$ cat src/rtl/wdt_pkg.sv
package wdt_pkg;
  localparam int unsigned ADDR_W = 3;

  typedef enum logic [ADDR_W-1:0] {
    A_LOAD  = 3'd0,
    A_COUNT = 3'd1,
    A_CTRL  = 3'd2,
    A_CLEAR = 3'd3,
    A_STAT  = 3'd4
  } wdt_addr_e;

  typedef struct packed {
    logic rst_en;
    logic int_en;
  } wdt_ctrl_t;
endpackage

$ cat src/rtl/wdt_regs.sv
module wdt_regs
  import wdt_pkg::*;
#(
  parameter int unsigned CNT_W = 32
) (
  input  logic              clk_i,
  input  logic              rst_ni,
  input  logic              we_i,
  input  logic [ADDR_W-1:0] addr_i,
  input  logic [CNT_W-1:0]  wdata_i,
  input  logic [CNT_W-1:0]  cnt_i,
  input  logic              raw_i,
  output logic [CNT_W-1:0]  load_o,
  output wdt_ctrl_t         ctrl_o,
  output logic              load_wr_o,
  output logic              clr_wr_o,
  output logic [CNT_W-1:0]  rdata_o
);
  wdt_addr_e addr;
  assign addr      = wdt_addr_e'(addr_i);
  assign load_wr_o = we_i && (addr == A_LOAD);
  assign clr_wr_o  = we_i && (addr == A_CLEAR);

  logic ctrl_wr;
  assign ctrl_wr = we_i && (addr == A_CTRL);

  always_ff @(posedge clk_i or negedge rst_ni) begin
    if (!rst_ni) begin
      load_o <= '1;
      ctrl_o <= '0;
    end else begin
      if (load_wr_o) load_o <= wdata_i;
      if (ctrl_wr) begin
        ctrl_o.int_en <= ctrl_o.int_en | wdata_i[0];  // sticky until reset
        ctrl_o.rst_en <= wdata_i[1];
      end
    end
  end

  always_comb begin
    rdata_o = '0;
    unique case (addr)
      A_LOAD:  rdata_o = load_o;
      A_COUNT: rdata_o = cnt_i;
      A_CTRL:  rdata_o[1:0] = {ctrl_o.rst_en, ctrl_o.int_en};
      A_STAT:  rdata_o[1:0] = {raw_i & ctrl_o.int_en, raw_i};
      default: rdata_o = '0;
    endcase
  end


  int_en_sticky_chk: assert property (@(posedge clk_i) disable iff (!rst_ni)
    ctrl_o.int_en |=> ctrl_o.int_en);
endmodule

$ cat src/rtl/wdt_counter.sv
module wdt_counter #(
  parameter int unsigned CNT_W = 32
) (
  input  logic             clk_i,
  input  logic             rst_ni,
  input  logic             run_i,
  input  logic             reload_i,
  input  logic [CNT_W-1:0] reload_val_i,
  input  logic [CNT_W-1:0] load_val_i,
  output logic [CNT_W-1:0] cnt_o,
  output logic             expire_o
);
  logic at_zero;
  assign at_zero  = (cnt_o == '0);
  // a software reload on the same edge cancels the expiry
  assign expire_o = run_i && at_zero && !reload_i;

  always_ff @(posedge clk_i or negedge rst_ni) begin
    if (!rst_ni)       cnt_o <= '1;
    else if (reload_i) cnt_o <= reload_val_i;
    else if (expire_o) cnt_o <= load_val_i;
    else if (run_i)    cnt_o <= cnt_o - 1'b1;
  end


  reload_chk: assert property (@(posedge clk_i) disable iff (!rst_ni)
    reload_i |=> cnt_o == $past(reload_val_i));

  count_down_chk: assert property (@(posedge clk_i) disable iff (!rst_ni)
    (run_i && !reload_i && !at_zero) |=> cnt_o == $past(cnt_o) - 1'b1);

  hold_chk: assert property (@(posedge clk_i) disable iff (!rst_ni)
    (!run_i && !reload_i) |=> $stable(cnt_o));
endmodule

$ cat src/rtl/wdt_stage.sv
module wdt_stage (
  input  logic clk_i,
  input  logic rst_ni,
  input  logic expire_i,
  input  logic clr_i,
  input  logic int_en_i,
  input  logic rst_en_i,
  output logic raw_o,
  output logic irq_o,
  output logic rst_req_o
);
  always_ff @(posedge clk_i or negedge rst_ni) begin
    if (!rst_ni) begin
      raw_o     <= 1'b0;
      rst_req_o <= 1'b0;
    end else begin
      rst_req_o <= expire_i && raw_o && rst_en_i;
      if (clr_i)         raw_o <= 1'b0;
      else if (expire_i) raw_o <= 1'b1;
    end
  end

  assign irq_o = raw_o & int_en_i;


  rst_needs_pending_chk: assert property (@(posedge clk_i) disable iff (!rst_ni)
    rst_req_o |-> $past(raw_o) && $past(rst_en_i) && raw_o);

  raw_rise_chk: assert property (@(posedge clk_i) disable iff (!rst_ni)
    $rose(raw_o) |-> $past(expire_i));

  clear_chk: assert property (@(posedge clk_i) disable iff (!rst_ni)
    clr_i |=> !raw_o && !rst_req_o);
endmodule

$ cat src/rtl/wdt_two_stage.sv
module wdt_two_stage
  import wdt_pkg::*;
#(
  parameter int unsigned CNT_W = 32
) (
  input  logic              clk_i,
  input  logic              rst_ni,
  input  logic              we_i,
  input  logic [ADDR_W-1:0] addr_i,
  input  logic [CNT_W-1:0]  wdata_i,
  output logic [CNT_W-1:0]  rdata_o,
  output logic              irq_o,
  output logic              rst_req_o
);
  logic [CNT_W-1:0] load_q, cnt, reload_val;
  wdt_ctrl_t        ctrl;
  logic             load_wr, clr_wr, expire, raw;

  wdt_regs #(.CNT_W(CNT_W)) i_regs (
    .clk_i, .rst_ni, .we_i, .addr_i, .wdata_i,
    .cnt_i(cnt), .raw_i(raw),
    .load_o(load_q), .ctrl_o(ctrl),
    .load_wr_o(load_wr), .clr_wr_o(clr_wr), .rdata_o
  );

  assign reload_val = load_wr ? wdata_i : load_q;

  wdt_counter #(.CNT_W(CNT_W)) i_counter (
    .clk_i, .rst_ni,
    .run_i(ctrl.int_en),
    .reload_i(load_wr | clr_wr),
    .reload_val_i(reload_val),
    .load_val_i(load_q),
    .cnt_o(cnt),
    .expire_o(expire)
  );

  wdt_stage i_stage (
    .clk_i, .rst_ni,
    .expire_i(expire), .clr_i(clr_wr),
    .int_en_i(ctrl.int_en), .rst_en_i(ctrl.rst_en),
    .raw_o(raw), .irq_o, .rst_req_o
  );


  irq_masked_chk: assert property (@(posedge clk_i) disable iff (!rst_ni)
    irq_o |-> raw && ctrl.int_en);
endmodule

$ cat config.mk
export PLATFORM = sky130hd
export DESIGN_NAME = wdt_two_stage
export DESIGN_NICKNAME = d
export VERILOG_FILES = /design/src/rtl/wdt_pkg.sv /design/src/rtl/wdt_regs.sv /design/src/rtl/wdt_counter.sv /design/src/rtl/wdt_stage.sv /design/src/rtl/wdt_two_stage.sv
export SDC_FILE = /design/constraint.sdc
export NUM_CORES = 1
export LEC_CHECK = 0
export ABC_AREA = 1
export BUFFER_PORTS_ARGS = -buffer_cell sky130_fd_sc_hd__buf_2
export CAP_MARGIN = 20
export CORE_MARGIN = 2
export CORE_UTILIZATION = 40
export DETAILED_ROUTE_END_ITERATION = 8
export GPL_ROUTABILITY_DRIVEN = 0
export HOLD_SLACK_MARGIN = 0.05
export SYNTH_ARGS = -nofsm -noshare
export SYNTH_HDL_FRONTEND = slang
export SYNTH_SLANG_ARGS = --single-unit
$ cat constraint.sdc
create_clock -name clk_i -period 3.7 [get_ports clk_i]
set_clock_uncertainty 0.05 [all_clocks]
set_input_delay 0.74 -clock clk_i [delete_from_list [all_inputs] [get_ports clk_i]]
set_output_delay 0.74 -clock clk_i [all_outputs]
set_load 0.005 [all_outputs]
### After elaboration in Yosys (flattened, before gate mapping)

Cells that the tools add are included.

| storage, ports and cells | value |
|---|---|
| RAM bits | 0 |
| output and inout bits | 34 |
| logic and storage cells | 34 |
| bits in latches | 0 |
| memories kept | 0 |
| flip-flop bits (word level) | 68 |
| memory bits (read-only) | 0 |
| input bits | 38 |

| cells by class | value |
|---|---|
| reduce and logical (&&, ||, !) cells | 12 |
| order comparisons | 0 |
| div/mod/pow operators | 0 |
| shifts and indexed selects | 0 |
| muxes and demuxes | 8 |
| $mul | 0 |
| add/subtract/negate cells | 1 |
| bitwise logic cells | 3 |
| equality and inequality tests | 4 |

Operator list:

| kind | number |
|---|---|
| $mux 32 | 4 |
| $pmux 30 s2 | 1 |
| $logic_not 32->1 | 1 |
| $sub 32x1->32 const B | 1 |
| $pmux 2 s4 | 1 |
| $logic_and 1x1->1 | 7 |
| $eq 3x2->1 const B | 2 |
| $eq 3x1->1 const B | 1 |
| $eq 3x3->1 const B | 1 |
| $logic_not 3->1 | 1 |
| $reduce_bool 3->1 | 1 |
| $mux 1 | 2 |
| $or 1x1->1 | 2 |
| $reduce_bool 2->1 | 1 |
| $and 1x1->1 | 1 |
| $logic_not 1->1 | 1 |

### Longest topological paths before layout

Gate-level depths: netlist of run 1.

| logic depth | value |
|---|---|
| depth after elaboration | 7 |
| mapped depth | 12 |
| gate-level depth less buffers | 11 |

### By module

A second synthesis of run 1 with hierarchy kept.

| unflattened totals | value |
|---|---|
| cells, all modules | 801 |
| area total of the unflattened synthesis | 5132.4 µm² |

By module, submodules not included:

| module | area an instance (µm²) | times used | seq. area each (µm²) | cells an instance |
|---|---|---|---|---|
| wdt_counter | 2793.9 | 1 | 840.8 | 416 |
| wdt_regs | 1821.7 | 1 | 890.9 | 271 |
| wdt_two_stage | 440.4 | 1 | 0.0 | 105 |
| wdt_stage | 76.3 | 1 | 50.0 | 9 |

### Worst setup path before layout of run 1

OpenSTA, ideal clock, no wires.

| timing path | value |
|---|---|
| kind | input to output |
| from | input addr_i[0] |
| to | output rdata_o[12] |
| stages on the path | 5 |
| data arrival time | 1.539 ns |
| data required time | 2.910 ns |
| buffers on the path | 2 |
| path slack | 1.371 ns |
| cell sequence | inv_2 > nand2_1 > clkbuf_1 > clkbuf_1 > o22ai_1 |

| on the way | value |
|---|---|
| cells in the longest elaborated chain, start to end | 2 |
| elaborated cells between the ends (all ways) | 3 |
| those cells by class | 1 x eq/ne; 1 x mux; 1 x reduce/logical |

Ends and longest elaborated chain:

| element | line | RTL |
|---|---|---|
| start, declared | wdt_two_stage.sv:9 | `input logic [ADDR_W-1:0] addr_i,` |
| $eq 3x1->1 or $logic_not 3->1 (tied branches) | wdt_regs.sv:42 | `unique case (addr)` |
| $pmux 30 s2 (*) | wdt_regs.sv:42 |  |
| end, declared | wdt_two_stage.sv:11 | `output logic [CNT_W-1:0] rdata_o,` |

Mark *: on every way between the ends. The rest lies on a longest branch, timed or not.

### Worst setup path in the final report of run 1

| timing path | value |
|---|---|
| from | input addr_i[1] |
| to | output rdata_o[15] |

Same word-level chain as after synthesis.

==> reports/qor.yml, run 1 <==
grt_pass1_wl_mm: 22.1
routed_wl_mm: 12.9
grt_usage_pct: 21.6
tns_ns: 0
r2r-start: "i_counter.cnt_o[0]"
vias_per_cell: 5.06
routedWlPerCell_um: 14.4
hp-class: "reg -> reg"
grt-ovfl-total: 0
critPathCaptureType: "primary output"
startpoint: "addr_i[1]"
final_hold_viol_count: 0
p_leak_uw: 0.00258
layout.nets: 785
ys_seq_area_share_pct: 38.2
synth_flop_cell: "dfstp_2"
synth.avg_cell_area_sq_um: 6.84
first_global_vias: 4459
dr.pass1.iters: 4
syn_inst: 683
die_w_um: 112
crit_required_ns: 2.91
clock-root-buffer: "clkbuf_16"
design_area_sq_um: 5380
crit_path_cell_trace: "buf_2 -> nor2_4 -> nand2_1 -> buf_4 -> o22ai_1 -> buf_2"
cts_buffers: 9
ys_top_cells_by_area: "dfstp_2 36%, nand2_1 17%, inv_1 8.8%, nand3_1 6.1%, o21ai_0 4.8%"
yosysTopAreaCellShare_pct: 36.0
rsz0062_at_grt: "no"
antenna_found_initial: 0
max_freq_ghz: 0.308
rows: 39
postCtsSetupBuffers: 0
htree_num_levels: 3
port_buffers: 71
critPathArrivalTime_ns: 2.46
hold_buffers: 0
syn_area_sq_um: 4670
worst_slew_pin_slew_ns: 1.03
drive_above_1_share_pct: 24.1
ys_ff_latch: 68
yosys_warnings: 0
grt_max_degree: 69
holdCritStartpoint: "i_regs.load_o[2]"
cts_sinks: 68
synth.distinct_cells: 35
crit_slowest_cell: "nand2_1"
drc: 0
cap_violations: 0
max_slew_margin_pct: 31.3
synth_commonest_cells: "215 x nand2_1, 109 x inv_1, 64 x dfstp_2, 59 x nor2_1, 57 x nand3_1"
outcome: "complete, no violations"
io-pin-count: 72
drt_iter0_markers: 292
cts_resized: 0
start_util_pct: 40.9
clock_latency_ns: 0.34
path_common_cell: "buf_2"
ir_worst_vdd_v: 0.000256
yosysMostFrequentCell: "nand2_1"
detail-route-antenna-nets: 0
power.total_uw: 2880
drv_slew: 0
async_flop_share_pct: 100
tritoncts: "built"
vias: 4526
cp_max_fo: 23
path_class: "in -> out"
final-setup-viol-count: 0
dpl_cell_area_sq_um: 5060
cp_slowest_stage_delay_ns: 0.63
fillers: 1202
dieArea_sq_um: 12600
cts_max_path_buffers: 2
die_h_um: 112
syn-num-nets: 722
pwr_density_cell_nw_per_um2: 536
yosysTopAreaCell: "dfstp_2"
antenna_cells: 0
period_share_pct: 87.8
clk_pin_slew_ns: 0.05
core_area_sq_um: 11400
finalCriticalPeriod_ns: 3.25
dp_hpwl_mm: 9.15
area_growth_syn_to_layout_pct: 15.2
synth-edff-count: 0
startpoint_type: "primary input"
-- routing by layer --
layer	vias to the layer above	GRT usage, %	routed length (um)	part of all wire, %
li1	2287	-	-	-
met1	2097	29.6	6130	48
met2	123	35.2	5890	46
met3	19	3.51	666	5.2
met4	0	6.83	198	1.5
met5	-	0	0	0
-- final timing paths --
| path | slack (ns) | cells past startpoint | to |
|---|---|---|---|
| worst min register to register | 0.45 | 2 | i_regs.load_o[2] |
| max in group asynchronous | 2.49 | 2 | i_stage.raw_o |
| min in group asynchronous | 0.58 | 2 | i_regs.ctrl_o[0] |
| worst max-delay path | 0.45 | 6 | rdata_o[15] |
| worst max register to register | 1.57 | 11 | i_counter.cnt_o[15] |
| worst min-delay path | 0.45 | 2 | i_regs.load_o[2] |
-- kinds of logic after synthesis --
kind of cell | Yosys count | share of synthesized area, %
AOI/OAI and AO/OA | 116 | 13.9
xor gates and xnor gates | 10 | 1.88
and+or+nand+nor | 350 | 32.5
buffers and inverters | 138 | 13.3
adders and majority gates | 1 | 0.268
DFF | 68 | 38.2
-- cell usage in the layout, fill, tap and decap left out, types with 3 or more instances in the layout --
master / synthesis / final
a21oi_1: 4 / 4
o21ai_2: 6 / 6
nor2_1: 59 / 58
clkinv_2: 0 / 3
xor2_1: 10 / 10
inv_4: 3 / 3
inv_1: 109 / 109
nand2_1: 215 / 215
dfrtp_1: 4 / 4
buf_4: 1 / 5
o22ai_1: 28 / 28
nand4_1: 5 / 5
dfstp_2: 64 / 64
clkbuf_16: 0 / 9
o21ai_1: 29 / 29
nor2_2: 3 / 4
o21ai_0: 45 / 45
nand3_1: 57 / 57
buf_2: 6 / 71
nor2_8: 3 / 3
-- final cells by class --
cell class                 instances  area, sq um  area share, %
clock buffer                      11          243           4.51
timing repair buffer              76          393           7.31
tap                              143          179           3.33
inverter                         114          435           8.10
sequential                        68         1780           33.1
multi-input combinational        477         2270           42.2
clock inverter                     5         75.1           1.40
-- worst max-delay path, delay by kind of cell --
| family | cells | cell delay, ns |
|---|---|---|
| simple gates | 2 | 0.82 |
| compound gates | 1 | 0.18 |
| buf+inv | 3 | 0.71 |
-- metrics by stage --
step                utilization [%]  cells  hold slack [ns]  worst slack (ns)
floorplan                         -    683            0.394              1.37
global placement               44.3    878            0.441             0.590
detailed placement             44.3    878            0.443             0.467
CTS                            47.1    894            0.452             0.462
global route                   47.1    894            0.473             0.329
finish                         47.1    894            0.454             0.453
-- state kept, by name (all words and copies together), names as in the netlist --
| name | cells |
|---|---|
| i_counter.cnt_o | 32 |
| i_regs.load_o | 32 |
| i_regs.ctrl_o | 2 |
| i_stage.raw_o | 1 |
| i_stage.rst_req_o | 1 |
-- where the power goes --
group | leakage [uW] | switching (uW) | internal, uW
logic | 0.00170 | 498 | 269
registers | 0.000721 | 141 | 1050
clock network | 0.000159 | 324 | 605
No activity file was read; power rests on OpenSTA's default activity.
==> run 2: changes to the inputs <==
--- a/config.mk
+++ b/config.mk
@@ -8,2 +8,3 @@
 export ABC_AREA = 1
+export ABC_CLOCK_PERIOD_IN_PS = 2700
 export BUFFER_PORTS_ARGS = -buffer_cell sky130_fd_sc_hd__buf_2
==> constraint.sdc (replaced) <==
create_clock -name clk_i -period 2.7 [get_ports clk_i]
set_clock_uncertainty 0.05 [all_clocks]
set_input_delay 0.54 -clock clk_i [delete_from_list [all_inputs] [get_ports clk_i]]
set_output_delay 0.54 -clock clk_i [all_outputs]
set_load 0.1 [all_outputs]
==> reports/qor.yml, run 2 (synthesized netlist as in run 1, its figures left out) <==
outcome: "complete, no violations"
pwr_density_cell_nw_per_um2: 724
final_hold_viol_count: 0
vias_per_cell: 5.07
worst_slew_pin_slew_ns: 0.561
drc: 0
period_share_pct: 88.7
hp-class: "in -> reg"
port_buffers: 71
worst-path-buf-inv: 3
io-pin-count: 72
detail-route-antenna-nets: 0
fillers: 1145
rsz0062_at_grt: "no"
antenna_cells: 0
routedWlPerCell_um: 14.5
hold_buffers: 0
drt_iter0_markers: 247
grt-ovfl-total: 0
cap_violations: 0
tritoncts: "built"
cts_resized: 0
grt_pass1_wl_mm: 21.8
layout.nets: 786
max_freq_ghz: 0.418
drv_slew: 0
max_slew_margin_pct: 62.6
clock-root-buffer: "clkbuf_16"
tns_ns: 0
drive_above_1_share_pct: 25.4
dp_hpwl_mm: 9.39
finalCriticalPeriod_ns: 2.39
cts_max_path_buffers: 2
clk_pin_slew_ns: 0.05
critPathCaptureType: "primary output"
cp_max_fo: 29
start_util_pct: 40.9
ir_worst_vdd_v: 0.000358
grt_max_degree: 58
clock_latency_ns: 0.33
die_h_um: 112
crit_required_ns: 2.11
cell_internal_pwr_uw: 2600
cts_buffers: 9
pwr-share-comb_pct: 37.0
routed_wl_mm: 13.0
path_class: "in -> out"
p_sw_uw: 1670
p_seq_share_pct: 38.0
critPathArrivalTime_ns: 1.80
vias: 4534
antenna_found_initial: 0
final_common_cell: "nand2_1"
reg_top3: "i_counter.cnt_o x32, i_regs.load_o x32, i_regs.ctrl_o x2"
final_util_pct: 51.6
cp_slowest_stage_delay_ns: 0.36
crit_family: "buffers and inverters"
core_area_sq_um: 11400
crit_path_cell_trace: "buf_2 -> nor2_4 -> nand2_1 -> buf_4 -> o22ai_1 -> buf_12"
startpoint_type: "primary input"
mostFrequentLayoutCells: "215 x nand2_1, 109 x inv_1, 64 x dfstp_2"
switching_share_pct: 39.1
pwr-share-clk_pct: 24.9
rows: 39
first_global_vias: 4521
dr.pass1.iters: 4
crit_slowest_cell: "o22ai_1"
postCtsSetupBuffers: 0
p_leak_uw: 0.00269
area_growth_syn_to_layout_pct: 26.2
final-setup-viol-count: 0
die_w_um: 112
cts_sinks: 68
htree_num_levels: 3
grt_usage_pct: 21.4
dieArea_sq_um: 12600
[run 2: cell types whose count changed in the layout (fill, tap and decap cells not counted)]
cell | before | now
buf_12 | 0 | 33
buf_2 | 71 | 39
bufinv_16 | 2 | 0
clkbuf_1 | 1 | 4
clkinv_2 | 3 | 2
o21ai_0 | 45 | 42
o21ai_1 | 29 | 30
o21ai_2 | 6 | 8
o22ai_1 | 28 | 18
o22ai_2 | 0 | 10
[run 2: power groups by stage]
stage / sequential [uW] / combinational, uW / clock, uW
finish: 1620 / 1580 / 1060
global route: 1650 / 1740 / 1130
CTS: 1620 / 1590 / 1090
detailed placement: 1630 / 1580 / 0
global placement: 1630 / 1550 / 0
floorplan: 1570 / 1130 / 0
[run 2: area by class of cell]
type	count	area [sq um]	area share, %
multi-input combinational	477	2340	39.7
sequential	68	1780	30.2
tap	143	179	3.04
timing repair buffer	77	893	15.2
clock inverter	2	10.0	0.170
inverter	114	435	7.39
clock buffer	14	254	4.31
[run 2: stage by stage]
| stage | area [sq um] | hold WS [ns] | std cells | power, uW | worst slack [ns] |
|---|---|---|---|---|---|
| after global routing | 5890 | 0.393 | 895 | 4520 | 0.196 |
| after CTS | 5890 | 0.375 | 895 | 4290 | 0.302 |
| final | 5890 | 0.379 | 895 | 4270 | 0.306 |
| after detailed placement | 5630 | 0.438 | 879 | 3210 | 0.305 |
| after floorplan | 4740 | 0.194 | 683 | 2700 | -0.576 |
| after global placement | 5630 | 0.440 | 879 | 3180 | 0.377 |
[run 2: path summary, 6_finish.rpt]
| kind | start | to | slack, ns | depth (start not counted) |
|---|---|---|---|---|
| max | addr_i[1] | rdata_o[30] | 0.31 | 6 |
| min | wdata_i[31] | i_regs.load_o[31] | 0.38 | 3 |
| max reg2reg | i_counter.cnt_o[0] | i_counter.cnt_o[21] | 0.57 | 11 |
| min reg2reg | i_counter.cnt_o[4] | i_counter.cnt_o[4] | 0.44 | 2 |
| max in group asynchronous | rst_ni | i_regs.load_o[25] | 1.70 | 2 |
| min in group asynchronous | rst_ni | i_regs.load_o[16] | 0.48 | 1 |
[run 2: metal layers]
metal	share of wire (%)	wire length, um	global-route usage, %	vias to the layer above
met5	0	0	0	-
met2	48	6250	36.0	125
met1	46	5920	28.1	2112
met4	1.6	203	8.05	0
li1	-	-	-	2284
met3	4.6	594	3.08	13
[run 2: worst min-delay path, delay by kind of cell]
kind / cells / cell delay [ns]
buffers and inverters: 1 / 0.07
AOI/OAI and AO/OA: 1 / 0.06
and+or+nand+nor: 1 / 0.05
==> run 3: changes to the inputs <==
Settings changed: BUFFER_PORTS_ARGS -buffer_cell sky130_fd_sc_hd__buf_2 to -buffer_cell sky130_fd_sc_hd__clkbuf_2.
==> reports/qor.yml, run 3 (synthesized netlist as in run 1, its figures left out) <==
outcome: "complete, no violations"
reg_top3: "i_counter.cnt_o x32, i_regs.load_o x32, i_regs.ctrl_o x2"
layout.nets: 786
drc: 0
drt_iter0_markers: 249
die_w_um: 112
crit_slowest_cell: "buf_4"
antenna_found_initial: 0
drive_above_1_share_pct: 25.4
holdWs_ns: 0.357
fillers: 1141
cp_max_fo: 31
cap_violations: 0
area_growth_syn_to_layout_pct: 27.0
worst_slew_pin_slew_ns: 0.564
dr.pass1.iters: 5
crit_path_cell_trace: "clkbuf_2 -> nor2_4 -> nand2_1 -> buf_4 -> o22ai_1 -> a21oi_1 -> nand2_1 -> buf_12"
finalCriticalPeriod_ns: 2.39
vias_per_cell: 5.05
r2r_slack_ns: 0.58
final-seq-area_sq_um: 1780
cts_max_path_buffers: 2
grt_max_degree: 58
detail-route-antenna-nets: 0
critPathCaptureType: "primary output"
port_buffers: 71
critPathArrivalTime_ns: 1.80
cts_buffers: 9
routedWlPerCell_um: 14.4
path_class: "in -> out"
final_hold_viol_count: 0
grt-ovfl-total: 0
postCtsSetupBuffers: 0
core_area_sq_um: 11400
dieArea_sq_um: 12600
cp_slowest_stage_delay_ns: 0.40
start_util_pct: 40.9
mostFrequentLayoutCells: "215 x nand2_1, 109 x inv_1, 64 x dfstp_2"
p_leak_uw: 0.00271
grt_pass1_wl_mm: 21.8
rsz0062_at_grt: "no"
crit_family: "buffers and inverters"
tritoncts: "built"
pre_cts_slack_ns: 0.308
ir_worst_vdd_v: 0.000323
hold_buffers: 0
startpoint_type: "primary input"
vias: 4521
worst-path-buf-inv: 3
pwr_density_cell_nw_per_um2: 739
path_common_cell: "nand2_1"
final-setup-viol-count: 0
power.total_uw: 4380
crit_required_ns: 2.11
clock_latency_ns: 0.33
multi_input_area_sq_um: 2340
final_common_cell: "nand2_1"
die_h_um: 112
antenna_cells: 0
max_slew_margin_pct: 62.4
period_share_pct: 88.6
grt_usage_pct: 21.2
design_area_sq_um: 5930
cts_resized: 0
rows: 39
io-pin-count: 72
htree_num_levels: 3
max_freq_ghz: 0.418
layout_setup_ws_ns: 0.307
routed_wl_mm: 12.9
dpl_cell_area_sq_um: 5630
drv_slew: 0
clock-root-buffer: "clkbuf_16"
cts_sinks: 68
dp_hpwl_mm: 9.40
hp-class: "in -> reg"
first_global_vias: 4538
clk_pin_slew_ns: 0.05
-- run 3: layer usage --
layer	share of wire, %	vias up	global-route usage, %
li1	-	2279	-
met1	45	2103	28.2
met2	48	121	35.9
met3	5.0	18	3.62
met4	1.5	0	6.34
met5	0	-	0
-- run 3: worst reg2reg max path, cell delays in order, from the launching register on --
cell	delay (ns)
dfstp_2	0.38
inv_1	0.09
ha_1	0.22
nand2_2	0.09
nor2_4	0.22
nand2_4	0.11
nor2_8	0.21
nand2_8	0.18
inv_4	0.25
nand2_1	0.08
nand3_1	0.10
nand2_1	0.07
-- run 3: stage by stage --
step           instances  setup TNS [ns]  utilization (%)
2_1_floorplan        683           -9.35                -
3_3_place_gp         879               0             49.3
3_5_place_dp         879               0             49.3
4_1_cts              895               0             51.9
5_1_grt              895               0             51.9
6_report             895               0             51.9
-- run 3: path summary, 6_finish.rpt --
check / start / depth (start not counted) / to
min in group asynchronous: rst_ni / 1 / i_regs.load_o[13]
setup / recovery: addr_i[2] / 8 / rdata_o[1]
setup reg to reg: i_counter.cnt_o[0] / 11 / i_counter.cnt_o[28]
hold reg to reg: i_counter.cnt_o[4] / 2 / i_counter.cnt_o[4]
max in group asynchronous: rst_ni / 2 / i_regs.load_o[23]
hold / removal: wdata_i[20] / 3 / i_regs.load_o[20]
-- run 3: power by group --
part           switching, uW  internal (uW)  leakage, uW
Clock                    415            767     0.000144
Sequential               191           1430     0.000721
Combinational           1060            519      0.00185
-- run 3: layout make-up --
cell class	instances	area share [%]
inverter	114	7.34
tap	143	3.02
clock buffer	15	4.52
multi-input combinational	477	39.5
sequential	68	30.1
timing repair buffer	77	15.1
clock inverter	1	0.507
